$ cat src/rtl/bps_pkg.sv
package bps_pkg;
  typedef enum logic [1:0] {
    ACT_NONE,
    ACT_STRENGTHEN,
    ACT_WEAKEN,
    ACT_FLIP
  } upd_act_e;
endpackage

$ cat src/rtl/bps_index.sv
module bps_index #(
  parameter int PC_W     = 32,
  parameter int PC_SHIFT = 2,
  parameter int IDX_W    = 10,
  parameter int GRP_SIZE = 4,
  localparam int GRP_W   = $clog2(GRP_SIZE),
  localparam int CONF_W  = IDX_W - GRP_W
) (
  input  logic [PC_W-1:0]   pc_i,
  output logic [IDX_W-1:0]  idx_o,
  output logic [CONF_W-1:0] grp_o
);
  logic pc_unused;
  assign pc_unused = ^{pc_i[PC_W-1:PC_SHIFT+IDX_W], pc_i[PC_SHIFT-1:0]};

  assign idx_o = pc_i[PC_SHIFT +: IDX_W];
  assign grp_o = idx_o[IDX_W-1:GRP_W];
endmodule

$ cat src/rtl/bps_bit_array.sv
module bps_bit_array #(
  parameter int ADDR_W = 10,
  localparam int N     = 1 << ADDR_W
) (
  input  logic              clk_i,
  input  logic              rst_ni,
  input  logic [ADDR_W-1:0] ra0_i,
  output logic              rd0_o,
  input  logic [ADDR_W-1:0] ra1_i,
  output logic              rd1_o,
  input  logic              we_i,
  input  logic [ADDR_W-1:0] wa_i,
  input  logic              wd_i,
  output logic [N-1:0]      bits_o
);
  logic [N-1:0] q;

  for (genvar e = 0; e < N; e++) begin : g_ent
    always_ff @(posedge clk_i or negedge rst_ni) begin
      if (!rst_ni)                                 q[e] <= 1'b0;
      else if (we_i && (wa_i == ADDR_W'(e)))       q[e] <= wd_i;
    end
  end

  // reads return pre-edge state
  assign rd0_o  = q[ra0_i];
  assign rd1_o  = q[ra1_i];
  assign bits_o = q;
endmodule

$ cat src/rtl/bps_update.sv
module bps_update
  import bps_pkg::*;
(
  input  logic     valid_i,
  input  logic     taken_i,
  input  logic     cur_dir_i,
  input  logic     cur_strong_i,
  output upd_act_e act_o,
  output logic     dir_we_o,
  output logic     dir_wd_o,
  output logic     conf_we_o,
  output logic     conf_wd_o
);
  always_comb begin
    act_o = ACT_NONE;
    if (valid_i) begin
      if (cur_dir_i == taken_i) act_o = ACT_STRENGTHEN;
      else if (cur_strong_i)    act_o = ACT_WEAKEN;
      else                      act_o = ACT_FLIP;
    end
  end

  assign dir_we_o  = (act_o == ACT_FLIP);
  assign dir_wd_o  = taken_i;
  assign conf_we_o = (act_o == ACT_STRENGTHEN) || (act_o == ACT_WEAKEN);
  assign conf_wd_o = (act_o == ACT_STRENGTHEN);
endmodule

$ cat src/rtl/bimodal_shared_hyst.sv
module bimodal_shared_hyst
  import bps_pkg::*;
#(
  parameter int PC_W     = 32,
  parameter int PC_SHIFT = 2,
  parameter int IDX_W    = 10,
  parameter int GRP_SIZE = 4,
  localparam int GRP_W   = $clog2(GRP_SIZE),
  localparam int CONF_W  = IDX_W - GRP_W,
  localparam int N_DIR   = 1 << IDX_W,
  localparam int N_CONF  = 1 << CONF_W
) (
  input  logic            clk_i,
  input  logic            rst_ni,
  input  logic [PC_W-1:0] lkp_pc_i,
  output logic            pred_taken_o,
  output logic            pred_strong_o,
  input  logic            upd_valid_i,
  input  logic [PC_W-1:0] upd_pc_i,
  input  logic            upd_taken_i
);
  logic [IDX_W-1:0]  lkp_idx, upd_idx;
  logic [CONF_W-1:0] lkp_grp, upd_grp;
  logic              upd_dir, upd_strong;
  logic              dir_we, dir_wd, conf_we, conf_wd;
  upd_act_e          upd_act;
  logic [N_DIR-1:0]  dir_vec;
  logic [N_CONF-1:0] conf_vec;

  bps_index #(.PC_W(PC_W), .PC_SHIFT(PC_SHIFT), .IDX_W(IDX_W), .GRP_SIZE(GRP_SIZE))
    u_lkp_idx (.pc_i(lkp_pc_i), .idx_o(lkp_idx), .grp_o(lkp_grp));

  bps_index #(.PC_W(PC_W), .PC_SHIFT(PC_SHIFT), .IDX_W(IDX_W), .GRP_SIZE(GRP_SIZE))
    u_upd_idx (.pc_i(upd_pc_i), .idx_o(upd_idx), .grp_o(upd_grp));

  bps_bit_array #(.ADDR_W(IDX_W)) u_dir (
    .clk_i (clk_i),   .rst_ni(rst_ni),
    .ra0_i (lkp_idx), .rd0_o (pred_taken_o),
    .ra1_i (upd_idx), .rd1_o (upd_dir),
    .we_i  (dir_we),  .wa_i  (upd_idx), .wd_i(dir_wd),
    .bits_o(dir_vec)
  );

  bps_bit_array #(.ADDR_W(CONF_W)) u_conf (
    .clk_i (clk_i),   .rst_ni(rst_ni),
    .ra0_i (lkp_grp), .rd0_o (pred_strong_o),
    .ra1_i (upd_grp), .rd1_o (upd_strong),
    .we_i  (conf_we), .wa_i  (upd_grp), .wd_i(conf_wd),
    .bits_o(conf_vec)
  );

  bps_update u_upd (
    .valid_i     (upd_valid_i),
    .taken_i     (upd_taken_i),
    .cur_dir_i   (upd_dir),
    .cur_strong_i(upd_strong),
    .act_o       (upd_act),
    .dir_we_o    (dir_we),
    .dir_wd_o    (dir_wd),
    .conf_we_o   (conf_we),
    .conf_wd_o   (conf_wd)
  );

  logic act_unused;
  assign act_unused = ^upd_act;
endmodule

$ cat config.mk
export PLATFORM = sky130hd
export DESIGN_NAME = bimodal_shared_hyst
export DESIGN_NICKNAME = d
export VERILOG_FILES = /design/src/rtl/bps_pkg.sv /design/src/rtl/bps_index.sv /design/src/rtl/bps_bit_array.sv /design/src/rtl/bps_update.sv /design/src/rtl/bimodal_shared_hyst.sv
export SDC_FILE = /design/constraint.sdc
export NUM_CORES = 2
export LEC_CHECK = 0
export BUFFER_PORTS_ARGS = -buffer_cell sky130_fd_sc_hd__buf_2
export CORE_AREA = 2 2 364 366
export DETAILED_ROUTE_END_ITERATION = 12
export DIE_AREA = 0 0 366 368
export PLACE_DENSITY = 0.74
export SLEW_MARGIN = 25
export SYNTH_ARGS = -nofsm -noshare
export SYNTH_HDL_FRONTEND = slang
export SYNTH_SLANG_ARGS = --single-unit
$ cat constraint.sdc
create_clock -name clk_i -period 14 [get_ports clk_i]
set_input_delay 2.8 -clock clk_i [delete_from_list [all_inputs] [get_ports clk_i]]
set_output_delay 2.8 -clock clk_i [all_outputs]
set_load 0.02 [all_outputs]
==> metrics.md <==
| Metric | Value |
|---|---|
| Ys async rst share | `100%` |
| H-tree depth | `4` |
| Largest stage delay on the critical path | `900 ps` |
| DR DRC count | `0` |
| Most frequent cells in the layout | `dfrtp_1, nand2_1, mux2_2` |
| Setup crit end | `pred_taken_o` |
| WP depth | `10` |
| FF+latch count, synth | `1280` |
| Hold buffers post-CTS | `0` |
| R2r startpoint | `u_dir.bits_o[511]` |
| Worst Path Max Fanout | `slightly below 90` |
| HP Class | `register to register` |
| Non-Filler Instances | `7920` |
| Register area share after synthesis | `42.5%` |
| Drt pass-1 iters | `10` |
| Power per cell area | `roughly 100 mW/mm^2` |
| Max-slew headroom | `around a fifth` |
| Wire per inst | `31.4 um` |
| Time the worst path needs with I/O delays and setup | `10130 ps` |
| CP startpoint | `lkp_pc_i[3]` |
| Die area | `0.135 sq mm` |
| Die span in x | `about 370 um` |
| Post-Syn Instances | `approximately 6.4k` |
| Largest net degree at the start of global routing | `264` |
| Hold WS | `521 ps` |
| Period utilization | `72.3%` |
| Max Freq | `98.8 MHz` |
| Die Y | `368 um` |
| Sw Ratio | `a little over a quarter` |
| Grt peak-use layer | `met2` |
| Placer Congestion | `0.935` |
| MaxCap Viol Count | `0` |
| Fillers | `around 9.9k` |
| Buf+Inv Stages, Crit Path | `3` |
| Top FF cell, synth | `dfrtp_1` |
| Most common cell after layout, fill and taps aside | `dfrtp_1` |
| Grt total ovfl | `0` |
| Distinct cells, synth | `47` |
| I/O pin total | `70` |
| EDFF count, synth | `0` |
| DR vias/cell | `7.43` |
| Post-Place Cells | `7650` |
| Worst-path clk slew | `~60 ps` |
| HPWL Detailed | `146000 um` |
| Slew @ Worst Pin | `1200 ps` |
| CP top delay family | `buffers and inverters` |
| Post-CTS Setup Bufs | `0` |
| Met2 Usage GRT | `52.6%` |
| CTS tree | `done` |
| CTS sink cnt | `about 1.3k` |
| Clk root buf | `clkbuf_16` |
| Design Area, Final | `0.0813 sq mm` |
| Hold Vio Cnt, Final | `0` |
| Num CTS Buffers | `141` |
| M3 GR Usage | `12.7%` |
| Post_cts resized | `0` |
| Status | `completed` |
| Starting Density | `57.7%` |
| RSZ-0062 raised after global routing | `false` |
| Syn Nets | `6514` |
| DRT Wirelength | `248000 um` |
| Vias | `58.9k` |
| First-pass GRT wire length | `375000 um` |
| Startpoint types | `input pin` |
| Setup TNS | `0 ps` |
| Gr usage total | `36.8%` |
| Row count | `about 130` |
| Final setup skew | `between 30 and 40 ps` |
| Clock share of power | `46.0%` |
| Setup slack, reg-to-reg | `7600 ps` |
| Final Net Count | `around 6k` |
| Critical Setup Path Class | `input pin to output pin` |
| Area of the core | `0.131 sq mm` |
| # setup viols final | `0` |
| Final slew viol count | `0` |
| Peak VDD IR | `between 0.0001 and 0.00015 V` |
| Share of cells above drive strength 1 | `around a third` |
| Post-DP Area | `0.0764 sq mm` |
| Switch Pwr | `approximately 2.2 mW` |
| Internal power | `approximately 6.1 mW` |
| Syn_area_per_cell | `around 12 sq um` |
| GR Layer Usage met1 | `48.9%` |
| Clock latency on the worst-skew pair | `approximately 830 ps` |
| Slowest stage cell on the critical path | `buf_4` |
| Worst R2R Path Depth | `13` |
| CP cell instances | `buf_8, buf_4, mux4_2, mux4_2, mux4_2, a22oi_1, nand3_1, nand3_1, nand4_1, buf_2` |
| Vias in the first global route | `58.7k` |
| Sequential share of power | `roughly 45%` |
| Leakage power total | `35.5 nW` |
| Critical Path AT | `7330 ps` |
| Area Growth Syn to Fin | `7.80%` |
| Top cell by count, worst path | `mux4_2` |
| FF-to-FF End | `u_dir.bits_o[934]` |
| Post-Syn Area | `between 0.07 and 0.08 sq mm` |
| Critical Path RT | `11200 ps` |
| IO Port Bufs | `25` |
| Clk buf depth | `3` |
| Iter 0 DRT Violations | `9025` |
| CP endpoint kind | `output pin` |
| Warnings, synthesis | `0` |
| Gate power share | `9.0%` |
| Antenna viol nets, final | `0` |
| Initial antenna violation count | `12` |
[registers in the layout, indices dropped and copies added, names as in the netlist]
name	count
u_conf.bits_o	256
u_dir.bits_o	1024
[logic make-up after synthesis]
| group | Yosys count | synth area share, % |
|---|---|---|
| and+or+nand+nor | 1864 | 10.3 |
| DFF | 1280 | 42.5 |
| adders and majority gates | 1 | 0.0166 |
| xor gates and xnor gates | 2 | 0.0232 |
| muxes | 1558 | 33.4 |
| buffers and inverters | 718 | 3.93 |
| AOI/OAI and AO/OA | 1022 | 9.82 |
[how the worst min path moves through the flow]
stage                                  start            endpoint  slack, ps  depth (start not counted)
after detailed placement    u_dir.bits_o[30]    u_dir.bits_o[30]        510                          1
after CTS                  u_dir.bits_o[562]   u_dir.bits_o[562]        520                          1
after global placement     u_dir.bits_o[407]   u_dir.bits_o[407]        500                          1
after floorplan           u_conf.bits_o[215]  u_conf.bits_o[215]        480                          2
final                       u_dir.bits_o[30]    u_dir.bits_o[30]        520                          1
after global routing        u_dir.bits_o[58]    u_dir.bits_o[58]        540                          1
[layout make-up]
type | count | area (sq um) | area share (%)
Antenna cell | 11 | 27.5 | 0.0338
Inverter | 1 | 3.75 | 0.00462
Timing Repair Buffer | 171 | 1550 | 1.90
Clock inverter | 36 | 393 | 0.483
Clock buffer | 219 | 4310 | 5.30
Tap cell | 1755 | 2200 | 2.70
Multi-Input combinational cell | 4447 | 40800 | 50.2
Sequential cell | 1280 | 32000 | 39.4
[through the flow]
stage	setup slack, ps	util (%)	power [mW]
final	3870	62.2	8.32
after global routing	3930	62.2	8.51
after CTS	4120	62.0	8.31
after detailed placement	3940	58.4	4.53
after global placement	4060	58.4	4.52
after floorplan	5000	-	4.25
[layer usage]
layer | share of wire [%] | up-vias
met5 | 0.052 | -
met4 | 6.7 | 18
met3 | 14 | 1082
met2 | 44 | 4404
met1 | 35 | 29924
li1 | - | 23429
[power by group through the flow]
stage / registers, mW / logic [mW] / clock network, mW
after floorplan: 3.81 / 0.445 / 0
after global placement: 3.81 / 0.711 / 0
after detailed placement: 3.81 / 0.719 / 0
after CTS: 3.75 / 0.721 / 3.84
after global routing: 3.75 / 0.772 / 4.00
final: 3.75 / 0.748 / 3.83
[cell usage after synthesis (all sizes together) (49+ instances only)]
library cell  instances  share of area, %
o21ai               563               3.7
mux4                696                21
dfrtp              1280                42
a22oi               104               1.0
mux2                721                11
mux2i               141               1.9
a21oi                49              0.33
nand2               908               4.5
nand3               376               2.5
buf                 210               1.4
nor3                101              0.67
o41ai               256               4.2
clkbuf              507               2.5
nor2                406               2.0
[worst reg2reg max path: stages (launching register included)]
cell and delay, ps:
dfrtp_1 390, mux4_2 490, a22oi_1 240, a21oi_1 380, a211o_1 390, a2111oi_0 860, or4_4 360, mux2i_1 120
mux2i_1 200, ha_1 500, and3_1 990, nand3_1 820, o21ai_0 420, nand2_1 110
(Power assumes the default switching activity.)
